## config.mk

```make
export PLATFORM = sky130hd
export DESIGN_NAME = memcard_decode
export DESIGN_NICKNAME = d
export VERILOG_FILES = /design/src/rtl/memcard_pkg.sv /design/src/rtl/memcard_page_reg.sv /design/src/rtl/memcard_block_match.sv /design/src/rtl/memcard_wait_fsm.sv /design/src/rtl/memcard_decode.sv
export SDC_FILE = /design/constraint.sdc
export NUM_CORES = 1
export LEC_CHECK = 0
export ABC_AREA = 1
export BUFFER_PORTS_ARGS = -buffer_cell sky130_fd_sc_hd__buf_2
export CAP_MARGIN = 10
export CORE_ASPECT_RATIO = 0.75
export CORE_MARGIN = 2
export CORE_UTILIZATION = 39
export DETAILED_ROUTE_END_ITERATION = 16
export PLACE_DENSITY = 0.79
export SKIP_LAST_GASP = 1
export SLEW_MARGIN = 15
export SYNTH_ARGS = -nofsm -noshare
export SYNTH_HDL_FRONTEND = slang
export SYNTH_SLANG_ARGS = --single-unit
export TNS_END_PERCENT = 5
```

## constraint.sdc

```tcl
create_clock -name clk -period 2.2 [get_ports clk]
set_input_delay 0.22 -clock clk [delete_from_list [all_inputs] [get_ports clk]]
set_output_delay 0.22 -clock clk [all_outputs]
set_load 0.03 [all_outputs]
```

## src/rtl/memcard_pkg.sv

```systemverilog
package memcard_pkg;

    typedef enum logic [1:0] {
        ST_IDLE = 2'd0,
        ST_WAIT = 2'd1,
        ST_HOLD = 2'd2
    } wait_state_t;

    localparam int PAGE_A = 0;
    localparam int PAGE_B = 1;
    localparam int NUM_PAGES = 2;

endpackage

```

## src/rtl/memcard_page_reg.sv

```systemverilog
module memcard_page_reg
    import memcard_pkg::*;
#(
    parameter int IO_AW = 8,
    parameter int IO_DW = 8,
    parameter logic [IO_AW-1:0] PAGE_PORT = 8'hFE
) (
    input  logic                 clk,
    input  logic                 rst_n,
    input  logic                 io_wr,
    input  logic [IO_AW-1:0]     io_addr,
    input  logic [IO_DW-1:0]     io_data,
    input  logic [NUM_PAGES-1:0] cfg_reset_on,
    output logic [NUM_PAGES-1:0] page_on
);

    logic [NUM_PAGES-1:0] ctrl_q;
    logic                 port_hit;

    assign port_hit = io_wr && (io_addr == PAGE_PORT);

    always_ff @(posedge clk or negedge rst_n) begin
        if (!rst_n) begin
            ctrl_q <= '0;
        end else if (port_hit) begin
            ctrl_q <= io_data[NUM_PAGES-1:0];
        end
    end

    // a page strapped on at reset reads its bit in the reverse sense
    genvar p;
    generate
        for (p = 0; p < NUM_PAGES; p++) begin : g_page
            assign page_on[p] = ctrl_q[p] ^ cfg_reset_on[p];
        end
    endgenerate

endmodule

```

## src/rtl/memcard_block_match.sv

```systemverilog
module memcard_block_match
    import memcard_pkg::*;
#(
    parameter int ADDR_W     = 16,
    parameter int BLK_AW     = 12,
    parameter int NUM_BLOCKS = 8,
    localparam int BASE_W    = ADDR_W - BLK_AW,
    localparam int NUM_SOCK  = NUM_BLOCKS * 2,
    localparam int IDX_W     = (NUM_BLOCKS > 1) ? $clog2(NUM_BLOCKS) : 1
) (
    input  logic [ADDR_W-1:0]            addr,
    input  logic [NUM_BLOCKS*BASE_W-1:0] cfg_base,
    input  logic [NUM_BLOCKS-1:0]        cfg_page,
    input  logic [NUM_BLOCKS-1:0]        cfg_rom,
    input  logic                         cfg_single,
    input  logic [NUM_PAGES-1:0]         page_on,
    output logic                         hit,
    output logic                         rom_hit,
    output logic [NUM_SOCK-1:0]          sock_sel
);

    logic [NUM_BLOCKS-1:0] match_a;
    logic [NUM_BLOCKS-1:0] match_b;
    logic [BASE_W-1:0]     slot;

    assign slot = addr[ADDR_W-1:BLK_AW];

    genvar b;
    generate
        for (b = 0; b < NUM_BLOCKS; b++) begin : g_blk
            logic base_eq;
            logic in_b;
            assign base_eq    = (cfg_base[b*BASE_W +: BASE_W] == slot);
            assign in_b       = cfg_page[b] && !cfg_single;
            assign match_a[b] = base_eq && !in_b && page_on[PAGE_A];
            assign match_b[b] = base_eq &&  in_b && page_on[PAGE_B];
        end
    endgenerate

    logic             any_a;
    logic             any_b;
    logic [IDX_W-1:0] idx_a;
    logic [IDX_W-1:0] idx_b;
    logic [IDX_W-1:0] idx_sel;

    // lowest matching block in each page; page A takes precedence
    always_comb begin
        idx_a = '0;
        idx_b = '0;
        for (int i = NUM_BLOCKS - 1; i >= 0; i--) begin
            if (match_a[i]) idx_a = IDX_W'(i);
            if (match_b[i]) idx_b = IDX_W'(i);
        end
    end

    assign any_a   = |match_a;
    assign any_b   = |match_b;
    assign hit     = any_a || any_b;
    assign idx_sel = any_a ? idx_a : idx_b;
    assign rom_hit = hit && cfg_rom[idx_sel];

    always_comb begin
        sock_sel = '0;
        if (hit) begin
            sock_sel[{idx_sel, addr[BLK_AW-1]}] = 1'b1;
        end
    end

endmodule

```

## src/rtl/memcard_wait_fsm.sv

```systemverilog
module memcard_wait_fsm
    import memcard_pkg::*;
#(
    parameter int MAX_WAITS = 2,
    parameter int WCFG_W    = 2,
    localparam int CNT_W    = $clog2(MAX_WAITS + 1)
) (
    input  logic              clk,
    input  logic              rst_n,
    input  logic              strobe,
    input  logic              decoded,
    input  logic [WCFG_W-1:0] cfg_waits,
    output logic              wait_n
);

    wait_state_t state_q, state_d;
    logic [CNT_W-1:0] cnt_q, cnt_d;
    logic [CNT_W-1:0] waits_eff;

    assign waits_eff = (int'(cfg_waits) > MAX_WAITS) ? CNT_W'(MAX_WAITS)
                                                     : CNT_W'(cfg_waits);

    always_comb begin
        state_d = state_q;
        cnt_d   = cnt_q;
        unique case (state_q)
            ST_IDLE: begin
                if (decoded) begin
                    if (waits_eff != '0) begin
                        state_d = ST_WAIT;
                        cnt_d   = waits_eff - 1'b1;
                    end else begin
                        state_d = ST_HOLD;
                    end
                end
            end
            ST_WAIT: begin
                if (cnt_q == '0) begin
                    state_d = ST_HOLD;
                end else begin
                    cnt_d = cnt_q - 1'b1;
                end
            end
            ST_HOLD: begin
                if (!strobe) state_d = ST_IDLE;
            end
            default: state_d = ST_IDLE;
        endcase
    end

    always_ff @(posedge clk or negedge rst_n) begin
        if (!rst_n) begin
            state_q <= ST_IDLE;
            cnt_q   <= '0;
        end else begin
            state_q <= state_d;
            cnt_q   <= cnt_d;
        end
    end

    always_comb begin
        unique case (state_q)
            ST_WAIT: wait_n = 1'b0;
            default: wait_n = 1'b1;
        endcase
    end

endmodule

```

## src/rtl/memcard_decode.sv

```systemverilog
module memcard_decode
    import memcard_pkg::*;
#(
    parameter int ADDR_W     = 16,
    parameter int BLK_AW     = 12,
    parameter int NUM_BLOCKS = 8,
    parameter int IO_AW      = 8,
    parameter int IO_DW      = 8,
    parameter int MAX_WAITS  = 2,
    parameter int WCFG_W     = 2,
    parameter logic [IO_AW-1:0] PAGE_PORT = 8'hFE,
    localparam int BASE_W    = ADDR_W - BLK_AW,
    localparam int NUM_SOCK  = NUM_BLOCKS * 2
) (
    input  logic                         clk,
    input  logic                         rst_n,
    input  logic [ADDR_W-1:0]            addr,
    input  logic                         mem_rd,
    input  logic                         mem_wr,
    input  logic                         io_wr,
    input  logic [IO_AW-1:0]             io_addr,
    input  logic [IO_DW-1:0]             io_data,
    input  logic                         ramdis_in,
    input  logic [NUM_BLOCKS*BASE_W-1:0] cfg_base,
    input  logic [NUM_BLOCKS-1:0]        cfg_page,
    input  logic [NUM_BLOCKS-1:0]        cfg_rom,
    input  logic                         cfg_single,
    input  logic [NUM_PAGES-1:0]         cfg_reset_on,
    input  logic                         cfg_romdis_en,
    input  logic [WCFG_W-1:0]            cfg_waits,
    output logic [NUM_SOCK-1:0]          cs,
    output logic                         we,
    output logic                         oe,
    output logic                         ramdis_out,
    output logic                         wait_n
);

    logic [NUM_PAGES-1:0] page_on;
    logic                 hit;
    logic                 rom_hit;
    logic [NUM_SOCK-1:0]  sock_sel;
    logic                 strobe;
    logic                 access;
    logic                 rom_write;

    memcard_page_reg #(
        .IO_AW     (IO_AW),
        .IO_DW     (IO_DW),
        .PAGE_PORT (PAGE_PORT)
    ) page_reg_i (
        .clk          (clk),
        .rst_n        (rst_n),
        .io_wr        (io_wr),
        .io_addr      (io_addr),
        .io_data      (io_data),
        .cfg_reset_on (cfg_reset_on),
        .page_on      (page_on)
    );

    memcard_block_match #(
        .ADDR_W     (ADDR_W),
        .BLK_AW     (BLK_AW),
        .NUM_BLOCKS (NUM_BLOCKS)
    ) match_i (
        .addr       (addr),
        .cfg_base   (cfg_base),
        .cfg_page   (cfg_page),
        .cfg_rom    (cfg_rom),
        .cfg_single (cfg_single),
        .page_on    (page_on),
        .hit        (hit),
        .rom_hit    (rom_hit),
        .sock_sel   (sock_sel)
    );

    assign strobe    = mem_rd || mem_wr;
    assign access    = strobe && hit && !ramdis_in;
    assign rom_write = mem_wr && rom_hit;

    assign cs         = (access && !rom_write) ? sock_sel : '0;
    assign we         = access && mem_wr && !rom_hit;
    assign oe         = access && mem_rd;
    assign ramdis_out = access && rom_hit && cfg_romdis_en;

    memcard_wait_fsm #(
        .MAX_WAITS (MAX_WAITS),
        .WCFG_W    (WCFG_W)
    ) wait_i (
        .clk       (clk),
        .rst_n     (rst_n),
        .strobe    (strobe),
        .decoded   (access),
        .cfg_waits (cfg_waits),
        .wait_n    (wait_n)
    );

endmodule

```

# ---- After elaboration in Yosys (flattened, before gate mapping)
# Index checks and enable logic that the tools add are counted.
dict set report op_classes {
  add_sub_neg 2
  n_lt_le_gt_ge 4
  n_eq_ne 16
  n_mux 34
  n_bitwise 2
  reduce_logical 74
}
# cell n
set ops {}
lappend ops {{logical AND 1 bit} 52}
lappend ops {{two-way mux 3 bit} 17}
lappend ops {{== test 4 bit} 8}
lappend ops {{two-way mux 16 bit} 2}
lappend ops {{two-way mux 2 bit} 8}
lappend ops {{OR reduction 8 bit} 2}
lappend ops {{zero test 1 bit} 12}
lappend ops {{== test 8 bit (second input constant)} 1}
lappend ops {{!= test 2 bit (second input constant)} 3}
lappend ops {{one-hot mux 2 bit (3 select lines)} 1}
lappend ops {{< comparator 4 x 5 -> 1 bit (second input constant)} 1}
lappend ops {{demux 1 bit (select 4 bit)} 1}
lappend ops {{>= comparator 4 x 1 -> 1 bit (second input constant)} 1}
lappend ops {{zero test 2 bit} 2}
lappend ops {{< comparator 3 x 4 -> 1 bit (second input constant)} 1}
lappend ops {{!= test 2 x 1 -> 1 bit (second input constant)} 2}
lappend ops {{one-hot mux 2 bit (2 select lines)} 1}
lappend ops {{AND reduction 4 bit} 1}
lappend ops {{nonzero test 2 bit} 2}
lappend ops {{subtractor 2 x 1 -> 2 bit (second input constant)} 2}
lappend ops {{binary-select mux 1 bit (select 3 bit)} 1}
lappend ops {{two-way mux 1 bit} 3}
lappend ops {{AND reduction 3 bit} 1}
lappend ops {{== test 2 x 1 -> 1 bit (second input constant)} 1}
lappend ops {{other kinds (4)} 6}
dict set report totals {
  regBits 6
}

# ---- Logic depth before layout (Yosys ltp)
dict set report logic_depth {
  depth_word 21
  ltp_mapped 23
  ltp_nobuf 21
}

# ---- Hierarchy
# From an unflattened synthesis, not the netlist that was laid out.
dict set report unflattened {
  hier_cells 322
  hier_area_um2 1746.7
}
# module n_inst cells_each area_per_inst_um2 seq_area_each_um2
set by_module_without_submodules {}
lappend by_module_without_submodules {memcard_block_match 1 216 1112.3 0.0}
lappend by_module_without_submodules {memcard_wait_fsm 1 39 249.0 100.1}
lappend by_module_without_submodules {memcard_decode 1 48 242.7 0.0}
lappend by_module_without_submodules {memcard_page_reg 1 19 142.6 50.0}

# ---- Worst setup path before layout
# No wires, ideal clock.
dict set report synth_timing {
  path_type {reg2out}
  from {reg page_reg_i.ctrl_q[0]}
  to {out cs[0]}
  t_arrival_ns 2.310
  required_ns 1.980
  path_slack_ns -0.330
  path_stages_with_launch 18
  path_cell_list {dfrtp_1 xnor2_2 inv_2 nand2_2 nor2_2 inv_2 nand2_2 nor2_2 nand2_2 o21ai_4 inv_2 nor2_1 nand3_1 nand2_1 inv_2 nand3_2 nand2_4 nor2_1}
}
dict set report synth_between {
  elab_chain_cells 18
}
# item line
set synth_rtl {}
lappend synth_rtl {{start, declared} memcard_page_reg.sv:17} ;# logic [NUM_PAGES-1:0] ctrl_q;
lappend synth_rtl {{start signal, assigned} memcard_page_reg.sv:26} ;# ctrl_q <= io_data[NUM_PAGES-1:0];
lappend synth_rtl {{bitwise XOR 1 bit (*)} memcard_page_reg.sv:34} ;# assign page_on[p] = ctrl_q[p] ^ cfg_reset_on[p];
lappend synth_rtl {{parallel branches: the longest is 16 deep, another holds < comparator 4 x 5 -> 1 bit} --}
lappend synth_rtl {{two-way mux 16 bit (*)} memcard_decode.sv:80} ;# assign cs = (access && !rom_write) ? sock_sel : '0;
lappend synth_rtl {{end, declared} memcard_decode.sv:31} ;# output logic [NUM_SOCK-1:0] cs,
# Every way passes the cells marked *. The select of a mux whose other input is x is not followed.

# ---- Worst setup path after layout
dict set report layout_timing {
  from {reg page_reg_i.ctrl_q[1]}
  to {out cs[1]}
}
dict set report layout_between {
  elab_chain_cells 18
}
# item line
set layout_rtl {}
lappend layout_rtl {{bitwise XOR 1 bit (*)} memcard_page_reg.sv:34}
lappend layout_rtl {{parallel branches: the longest is 16 deep, another holds < comparator 4 x 5 -> 1 bit} --}
lappend layout_rtl {{two-way mux 16 bit (*)} memcard_decode.sv:80}
# Marked as above.

==> run_results.csv <==
group,metric,value,unit
logic_synthesis,synthesis.area,1673,um2
route,vias_per_cell,4.828,
clock_tree,numClockSinks,6,
placed_design,dp_slack,-0.5486,ns
clock_tree,tritoncts,"yes",
power_and_ir_drop,power_density,373.3,nW/um2
power_and_ir_drop,seqPwrFrac,15.7,%
layout,fin_nets,503,
die,std_cell_rows,20,
route,met2_length,2647,um
sta,worst_slack,-0.6414,ns
sta,fmax,0.3519,GHz
route,drt_iter0_markers,230,
route,wire_per_inst,11.84,um
min_path,hp-class,"in -> reg",
layout,fillers,359,
power_and_ir_drop,p_leak,0.001417,uW
job,drv_cap,0,
worst_setup_path,worstSetupEndpointType,"primary output",
logic_synthesis,ys_top_cells_by_area,"nand2_1 (19%), xor2_1 (12%), nor2_1 (11%), dfrtp_1 (9.0%), inv_1 (7.9%)",
clock_tree,h-tree-depth,1,
layout,final_layout_size_suffix_gt1_share,50.37,%
die,start_util,41.01,%
power_and_ir_drop,p_int,523.8,uW
global_route,grt_usage,20.55,%
logic_synthesis,yosysWarnings,0,
route,drc_errors,0,
die,dieArea,4835,um2
logic_synthesis,syn_area_per_cell,5.749,um2
power_and_ir_drop,switchingPower,468.7,uW
logic_synthesis,seq_area_frac_synth,8.975,%
global_route,grt_pass1_vias,1938,
clock_tree,cts_buffer_depth,2,
logic_synthesis,yosysMostFrequentCell,"nand2_1",
power_and_ir_drop,peakVddDrop,0.6913,mV
layout,fin_cells,464,
logic_synthesis,async_flop_share,100.0,%
global_route,grt_pass1_wl,7962,um
die,dieWidth,79.63,um
die,ios,112,
die,core,4079,um2
sta,setup_viol,21,
sta,setup_tns,-11.25,ns
power_and_ir_drop,swShare,47.22,%
placed_design,numPortBuffers,94,
sta,relSlewSlack,75.88,%
route,dr.max_layer_used,"met4",
clock_tree,cts_buffers,3,
logic_synthesis,synth_top_area_share,19.07,%
power_and_ir_drop,power.share.clock,16.6,%
logic_synthesis,synthTopCellsByCount,"nand2_1 (85), nor2_1 (49), inv_1 (35)",
global_route,grt-ovfl-total,0,
clock_tree,clk_pin_slew,0.04,ns
logic_synthesis,netlist_instances,291,
logic_synthesis,synth_edf_count,0,
sta,fin_crit,2.841,ns
sta,fin_skew,0.003833,ns
logic_synthesis,synth_seq_cells,6,
logic_synthesis,netlist.top_cell.by_area,"nand2_1",
route,ant_nets,0,
sta,hold_viol_final,0,
layout,multi_input_area,1456,um2
layout,final-seq-area,150.1,um2
clock_tree,root_buffer,"clkbuf_8",
global_route,antenna_found_initial,0,
sta,rsz0062_at_grt,"yes",
logic_synthesis,yosysUniqueCellTypes,28,
global_route,grt_max_degree,10,
placed_design,placedCellCount,457,
clock_tree,clkLatencyLatePin,0.22,ns
worst_setup_path,required,1.98,ns
logic_synthesis,syn_nets,383,
placed_design,gp_congestion,0.8568,
route,num_vias,2240,
sta,finalCritPeriodShare,129.2,%
layout,num_antenna_cells,0,
route,routed_wl,5492,um
route,met1_length,2200,um
route,wl_met3,506,um
placed_design,hpwl,3986,um
sta,drv_slew,0,
run_status,status,"finished with violations",
sta,tightest_slew,0.3614,ns
route,dr.pass1.iters,4,
worst_setup_path,path_class,"reg -> out",
worst_setup_path,arrival,2.62,ns
die,die_y,60.72,um
logic_synthesis,synth-main-ff-cell,"dfrtp_1",
run_status,violations,"negative setup slack",
power_and_ir_drop,p_comb_share,67.7,%
layout,area_growth,58.94,%
worst_setup_path,critPathLaunchType,"flip-flop",
worst_setup_path,worstPathMaxFanout,8,
[registers in the layout, indices dropped and copies added (netlist names)]
name and flops:
wait_i.state_q 2, page_reg_i.ctrl_q 2, wait_i.cnt_q 2
[timing repair]
action / CTS / global route
resized for setup: 49 / 18
endpoints found under the hold margin: 6 / 0
setup buffers: 0 / 2
pin swaps: 14 / 8
cloned: 1 / 0
endpoints found under the setup margin: 21 / 23
hold buffers: 1 / 0
[power by group through the flow]
stage               Clock [uW]  Combinational [uW]  Sequential [uW]
detailed placement           0                 594              157
floorplan                    0                 391              152
CTS                        168                 636              155
finish                     165                 672              156
global route               176                 740              159
global placement             0                 581              155
[metrics by stage]
stage / hold WS, ns / total power, uW / util, % / area (um2)
after detailed placement: 0.04810 / 750.7 / 57.55 / 2347
after global placement: 0.04422 / 735.6 / 57.55 / 2347
after floorplan: -0.07559 / 543.7 / - / 1708
after global routing: 0.2316 / 1075 / 65.18 / 2659
after CTS: 0.2354 / 958.6 / 63.22 / 2579
final: 0.2360 / 992.4 / 65.18 / 2659
[final cells by class]
class,count,share of cell area (%)
Multi-Input combinational cell,235,54.78
Timing Repair Buffer,119,28.75
Sequential cell,6,5.647
Tap cell,55,2.588
Inverter,46,6.682
Clock buffer,3,1.553
[cell families (layout without fill, tap and decap cells)]
| group | after synthesis | after routing | synth area share, % |
|---|---|---|---|
| multiplexers | 2 | 2 | 1.346 |
| AO/OA/AOI/OAI | 11 | 11 | 4.712 |
| XOR/XNOR | 24 | 24 | 13.01 |
| buffers and inverters | 51 | 168 | 14.51 |
| flip-flops | 6 | 6 | 8.975 |
| AND/OR/NAND/NOR | 197 | 198 | 57.44 |
[path summary, 6_finish.rpt]
| check | from | to | slack (ns) | cells past startpoint |
|---|---|---|---|---|
| worst max-delay path | page_reg_i.ctrl_q[1] | cs[1] | -0.64 | 20 |
| worst min-delay path | io_data[0] | page_reg_i.ctrl_q[0] | 0.24 | 2 |
| worst max register to register | page_reg_i.ctrl_q[1] | wait_i.cnt_q[0] | -0.13 | 19 |
| worst min register to register | wait_i.cnt_q[1] | wait_i.cnt_q[1] | 0.51 | 2 |
| max in group asynchronous | rst_n | page_reg_i.ctrl_q[0] | 1.72 | 2 |
| min in group asynchronous | rst_n | page_reg_i.ctrl_q[1] | 0.34 | 2 |
[worst max-delay path, stage by stage, from the launching register on]
cell and delay (ns):
dfrtp_1 0.37, inv_1 0.06, nand2_2 0.09, buf_4 0.11, nand4_1 0.12, nor2_2 0.15, inv_2 0.05, nand2_2 0.05
nand2_2 0.07, nand2_2 0.07, nand2_2 0.06, o21ai_4 0.19, inv_2 0.10, nor2_4 0.11, nand3_1 0.08, nand2_1 0.09
inv_2 0.05, nand3_4 0.15, nand2_8 0.14, nor2_4 0.15, buf_6 0.14
[cell usage in the layout (no fill, tap or decap), types with 3 or more instances in the layout]
cell type  instances
nand3_1           15
buf_6             17
inv_1             34
nor2_4            22
buf_4             23
nand4_1            5
nor2_2            14
a21oi_1            6
nand2_1           74
clkbuf_8           3
nand3_2            3
buf_2             78
nor3_1             3
inv_2             10
nand2_4            3
dfrtp_1            6
xor2_1            23
nand2_2           21
nor2_1            32
[per-layer routing]
layer / track usage [%] / vias to the layer above
met2: 37.70 / 114
met1: 26.62 / 983
met4: 4.187 / 0
met3: 2.232 / 23
met5: 0 / -
li1: - / 1120
No activity file was read; power rests on OpenSTA's default activity.
